File: src/rtl/lso_pkg.sv
package lso_pkg;

   // distance of a ring slot from the head, modulo the ring depth
   function automatic int unsigned ring_age(input int unsigned idx,
                                            input int unsigned head,
                                            input int unsigned depth);
      return (idx + depth - head) % depth;
   endfunction

   typedef enum logic [1:0] {
      HZ_NONE    = 2'd0,
      HZ_UNKNOWN = 2'd1,
      HZ_MATCH   = 2'd2
   } hazard_e;

endpackage

File: src/rtl/lso_slot.sv
module lso_slot #(
   parameter int AW        = 32,
   parameter int MATCH_LSB = 0
) (
   input  logic          clk,
   input  logic          rst_n,
   input  logic          alloc_hit,
   input  logic          upd_hit,
   input  logic [AW-1:0] upd_addr,
   input  logic          retire,
   input  logic          flush,
   input  logic [AW-1:0] probe_addr,
   output logic          busy,
   output logic          known,
   output logic [AW-1:0] addr,
   output logic          match
);

   always_ff @(posedge clk or negedge rst_n) begin
      if (!rst_n) begin
         busy  <= 1'b0;
         known <= 1'b0;
         addr  <= '0;
      end else if (flush || retire) begin
         busy  <= 1'b0;
         known <= 1'b0;
      end else begin
         if (alloc_hit) begin
            busy  <= 1'b1;
            known <= 1'b0;
         end
         if (upd_hit && (busy || alloc_hit)) begin
            known <= 1'b1;
            addr  <= upd_addr;
         end
      end
   end

   generate
      if (MATCH_LSB == 0) begin : g_exact
         assign match = (addr == probe_addr);
      end else begin : g_coarse
         assign match = (addr[AW-1:MATCH_LSB] == probe_addr[AW-1:MATCH_LSB]);
      end
   endgenerate

endmodule

File: src/rtl/lso_hazard.sv
module lso_hazard
   import lso_pkg::*;
#(
   parameter int DEPTH = 8
) (
   input  logic             ld_req,
   input  logic [DEPTH-1:0] busy,
   input  logic [DEPTH-1:0] known,
   input  logic [DEPTH-1:0] match,
   input  logic [DEPTH-1:0] older,
   output hazard_e          cause,
   output logic             grant
);

   logic [DEPTH-1:0] wait_unknown;
   logic [DEPTH-1:0] wait_match;

   always_comb begin
      for (int i = 0; i < DEPTH; i++) begin
         wait_unknown[i] = busy[i] & older[i] & ~known[i];
         wait_match[i]   = busy[i] & older[i] &  known[i] & match[i];
      end
   end

   always_comb begin
      if (|wait_unknown)    cause = HZ_UNKNOWN;
      else if (|wait_match) cause = HZ_MATCH;
      else                  cause = HZ_NONE;
   end

   assign grant = ld_req && (cause == HZ_NONE);

endmodule

File: src/rtl/lso_head_port.sv
module lso_head_port #(
   parameter int DEPTH = 8,
   parameter int AW    = 32,
   localparam int TW   = $clog2(DEPTH)
) (
   input  logic [TW-1:0]             head_ptr,
   input  logic [DEPTH-1:0]          busy,
   input  logic [DEPTH-1:0]          known,
   input  logic [DEPTH-1:0][AW-1:0]  addr,
   output logic                      wr_en,
   output logic [AW-1:0]             wr_addr
);

   assign wr_en   = busy[head_ptr] & known[head_ptr];
   assign wr_addr = addr[head_ptr];

endmodule

File: src/rtl/lso_order_check.sv
module lso_order_check
   import lso_pkg::*;
#(
   parameter int DEPTH     = 16,
   parameter int AW        = 32,
   parameter int MATCH_LSB = 0,
   localparam int TW       = $clog2(DEPTH)
) (
   input  logic          clk,
   input  logic          rst_n,
   input  logic          alloc_st_vld,
   input  logic [TW-1:0] alloc_st_tag,
   input  logic          addr_upd_vld,
   input  logic [TW-1:0] addr_upd_tag,
   input  logic [AW-1:0] addr_upd_val,
   input  logic [TW-1:0] head_ptr,
   input  logic          commit_vld,
   input  logic          flush,
   input  logic          ld_req,
   input  logic [TW-1:0] ld_tag,
   input  logic [AW-1:0] ld_addr,
   output logic          ld_grant,
   output logic          st_wr_en,
   output logic [AW-1:0] st_wr_addr
);

   initial begin
      if (DEPTH < 2 || (1 << TW) != DEPTH)
         $fatal(1, "lso_order_check: DEPTH must be a power of two, at least 2");
      if (MATCH_LSB < 0 || MATCH_LSB >= AW)
         $fatal(1, "lso_order_check: MATCH_LSB must lie inside the address");
   end

   logic [DEPTH-1:0]         slot_busy;
   logic [DEPTH-1:0]         slot_known;
   logic [DEPTH-1:0]         slot_match;
   logic [DEPTH-1:0]         slot_older;
   logic [DEPTH-1:0][AW-1:0] slot_addr;
   hazard_e                  ld_cause;

   int unsigned load_age;
   assign load_age = ring_age(int'(ld_tag), int'(head_ptr), DEPTH);

   generate
      for (genvar g = 0; g < DEPTH; g++) begin : g_slot
         logic alloc_hit;
         logic upd_hit;
         logic retire;

         assign alloc_hit = alloc_st_vld && (alloc_st_tag == TW'(g));
         assign upd_hit   = addr_upd_vld && (addr_upd_tag == TW'(g));
         assign retire    = commit_vld   && (head_ptr     == TW'(g));
         assign slot_older[g] = ring_age(g, int'(head_ptr), DEPTH) < load_age;

         lso_slot #(
            .AW        (AW),
            .MATCH_LSB (MATCH_LSB)
         ) u_slot (
            .clk        (clk),
            .rst_n      (rst_n),
            .alloc_hit  (alloc_hit),
            .upd_hit    (upd_hit),
            .upd_addr   (addr_upd_val),
            .retire     (retire),
            .flush      (flush),
            .probe_addr (ld_addr),
            .busy       (slot_busy[g]),
            .known      (slot_known[g]),
            .addr       (slot_addr[g]),
            .match      (slot_match[g])
         );
      end
   endgenerate

   lso_hazard #(
      .DEPTH (DEPTH)
   ) u_hazard (
      .ld_req (ld_req),
      .busy   (slot_busy),
      .known  (slot_known),
      .match  (slot_match),
      .older  (slot_older),
      .cause  (ld_cause),
      .grant  (ld_grant)
   );

   lso_head_port #(
      .DEPTH (DEPTH),
      .AW    (AW)
   ) u_head (
      .head_ptr (head_ptr),
      .busy     (slot_busy),
      .known    (slot_known),
      .addr     (slot_addr),
      .wr_en    (st_wr_en),
      .wr_addr  (st_wr_addr)
   );

endmodule

File: config.mk
export PLATFORM = sky130hd
export DESIGN_NAME = lso_order_check
export DESIGN_NICKNAME = d
export VERILOG_FILES = /design/src/rtl/lso_pkg.sv /design/src/rtl/lso_slot.sv /design/src/rtl/lso_hazard.sv /design/src/rtl/lso_head_port.sv /design/src/rtl/lso_order_check.sv
export SDC_FILE = /design/constraint.sdc
export NUM_CORES = 1
export LEC_CHECK = 0
export ABC_AREA = 0
export BUFFER_PORTS_ARGS = -buffer_cell sky130_fd_sc_hd__buf_4
export CORE_MARGIN = 4
export CORE_UTILIZATION = 55
export CTS_CLUSTER_SIZE = 40
export DETAILED_ROUTE_END_ITERATION = 6
export GPL_TIMING_DRIVEN = 0
export HOLD_SLACK_MARGIN = 0.15
export PLACE_DENSITY_LB_ADDON = 0.1
export SLEW_MARGIN = 0
export SYNTH_ARGS = -nofsm -noshare
export SYNTH_HDL_FRONTEND = slang
export SYNTH_SLANG_ARGS = --single-unit
File: constraint.sdc
create_clock -name clk -period 13 [get_ports clk]
set_input_delay 2.6 -clock clk [delete_from_list [all_inputs] [get_ports clk]]
set_output_delay 2.6 -clock clk [all_outputs]
set_load 0.03 [all_outputs]
==> flow_metrics.tcl <==
set metrics [dict create \
    drive_gt1_share_pct 38.0 \
    power_density_mw_per_mm2 120 \
    yosysUniqueCellTypes 57 \
    num_vias 23600 \
    yosysMostFrequentCell "dfrtp_1" \
    crit_fanout 14 \
    post_cts_buffers 0 \
    top_usage_layer "met2" \
    synth_edf_count 0 \
    clk_latency_ps 670 \
    syn_nets 2517 \
    synth_ff_type "dfrtp_1" \
    run_status "finished with violations" \
    std_cell_rows 87 \
    dr.pass1.iters 6 \
    final_nets 2669 \
    internal_power_mw 3.00 \
    slew_headroom_pct -7.88 \
    grt_max_degree 122 \
    cts_hold_buffers 0 \
    cp-startpoint "head_ptr[1]" \
    yosysWarnings 0 \
    rsz0062_at_grt "no" \
    vdd_drop_max_mv 0.127 \
    leakage_nw 17.2 \
    cts_made_buffers 60 \
    fin_ws_ps 2590 \
    clkSinkCount 544 \
    syn_avg_cell_area_sq_um 13.2 \
    power_switching_mw 1.25 \
    p_comb_share_pct 15.0 \
    fmax_ghz 0.0961 \
    cts.repair.resized 0 \
    grt_pass1_wl_mm 192 \
    wl_mm 142 \
    min_path_cells 1 \
    critPathKind "input pin to output pin" \
    end_kind "output pin" \
    hold_viol 0 \
    path_clk_slew_ps 60 \
    finClkSkew_ps 43.4 \
    netlist_area_sq_mm 0.0317 \
    tns_ps 0 \
    areaGrowthSynthToFinish_pct 12.0 \
    place_inst 3240 \
    synth.cells.most_frequent "dfrtp_1, mux2_2, xor2_1" \
    violations "capacitance limit, slew limit" \
    htreeDepth 2 \
    io_pins 121 \
    finalCritPeriodShare_pct 80.0 \
    drc 0 \
    worstHoldStart "g_slot[3].u_slot.addr[19]" \
    syn_inst 2394 \
    swShare_pct 29.5 \
    cts_tree "yes" \
    seq_power_share_pct 42.3 \
    grt_use_total_pct 46.2 \
    ys_seq_area_share_pct 42.9 \
    clkPwrFrac_pct 42.7 \
    drt-initial-drc-count 3160 \
    drtAntennaViolNets 0 \
    yosysTopAreaCell "dfrtp_1" \
    cp-start-kind "input pin" \
    antenna_found_initial 13 \
    crit_required_ps 10400 \
    start_util_pct 55.9 \
    core_area_sq_mm 0.0567 \
    die_w_um 248 \
    vias_per_cell 7.03 \
    io_buffer_count 85 \
    worstRegToRegCells 4 \
    synth_area_leaders "dfrtp_1, mux2_2, mux4_2" \
    gr-usage-met1_pct 58.3 \
    overflow 0 \
    min_period_ps 10410 \
    root_buffer "clkbuf_16" \
    slew_violations 33 \
    r2r-start "g_slot[15].u_slot.busy" \
    async_flop_share_pct 100 \
    timing_worst_slew_pin_value_ps 1620 \
    fin_total_pwr_mw 4.25 \
    die-area_sq_mm 0.0616 \
    fin_cells 3354 \
    place.gp.congestion 1.14 \
    clockBufferDepth 3 \
    die_h_um 248 \
    netlist.area_leader.share_pct 42.9 \
    grt_use_met2_pct 64.5 \
    avgRoutedWirePerCell_um 42.2 \
    hp-class "register to register" \
    ys_seq_elements 544 \
    dpl_cell_area_sq_mm 0.0334 \
    pre_cts_slack_ps 2720 \
    place_hpwl_mm 108 \
    crit_arrival_ps 7810 \
    grt_pass1_vias 23200 \
    met3_usage_pct 18.9 \
    drv_cap 3 \
    stdcell_area_sq_mm 0.0355 \
    setup_violations 0 \
]
[through the flow]
step,hold WS (ps),utilization (%)
2_1_floorplan,491,-
3_3_place_gp,514,58.7
3_5_place_dp,524,59.0
4_1_cts,537,62.6
5_1_grt,561,62.6
6_report,537,62.6
[cells in the final DEF (no fill, tap or decap), drive strengths merged, types with 24 or more instances in the layout]
master	count
mux4	161
nand4	57
nor4	97
inv	33
xnor2	142
ha	35
dfrtp	544
clkbuf	142
nor3	24
a21oi	29
buf	228
xor2	380
mux2	512
[worst max-delay path, cell delays in order]
cell and delay (ps):
buf_4 150, clkbuf_1 470, clkinv_1 610, ha_1 410
a21o_1 150, a31o_2 210, xnor2_1 600, inv_1 450
ha_1 410, inv_1 30, o21ai_0 610, nor3_1 180
nor4_1 300, nand4_1 130, a211oi_1 270, buf_4 220
[flip-flops by register name (all words and copies together), names as in the netlist]
register,cells
g_slot.u_slot.addr,512
g_slot.u_slot.busy,16
g_slot.u_slot.known,16
[per-layer routing]
metal  up-vias  part of all wire, %
li1       8991                    -
met1     12300                   36
met2      1790                   41
met3       511                   13
met4        12                  9.2
met5         -                0.064
[power by group through the flow]
stage / Combinational (mW) / Sequential (mW) / Clock, mW
2_1_floorplan: 0.318 / 1.81 / 0
3_3_place_gp: 0.595 / 1.82 / 0
3_5_place_dp: 0.605 / 1.83 / 0
4_1_cts: 0.609 / 1.80 / 1.81
5_1_grt: 0.647 / 1.80 / 1.88
6_report: 0.639 / 1.80 / 1.82
[final timing paths]
| path | to | slack, ps |
|---|---|---|
| min | g_slot[3].u_slot.addr[19] | 540 |
| max reg2reg | g_slot[15].u_slot.addr[30] | 10170 |
| min in group asynchronous | g_slot[2].u_slot.addr[23] | 1870 |
| min reg2reg | g_slot[3].u_slot.addr[19] | 540 |
| max in group asynchronous | g_slot[7].u_slot.addr[5] | 9490 |
| max | ld_grant | 2590 |
[cells by family (layout without fill, tap and decap cells)]
kind of cell | after synthesis | in the layout | synth area share (%)
adders and majority gates | 37 | 37 | 1.48
muxes | 673 | 673 | 29.6
and+or+nand+nor | 285 | 285 | 5.73
other | 0 | 5 | 0
DFF | 544 | 544 | 42.9
buffers and inverters | 225 | 424 | 3.65
xor gates and xnor gates | 522 | 522 | 14.4
AOI/OAI and AO/OA | 108 | 108 | 2.18
[layout make-up]
cell class	instances	area (sq um)
fillers	4499	21200
multi-input cells	1625	16900
flip-flops and latches	544	13600
clock buffers	88	1800
plain buffers	192	1030
well taps	756	946
repair buffers	90	783
clock inverters	21	259
inverters	33	124
diodes	5	12.5
Power figures use the tool's default switching activity.
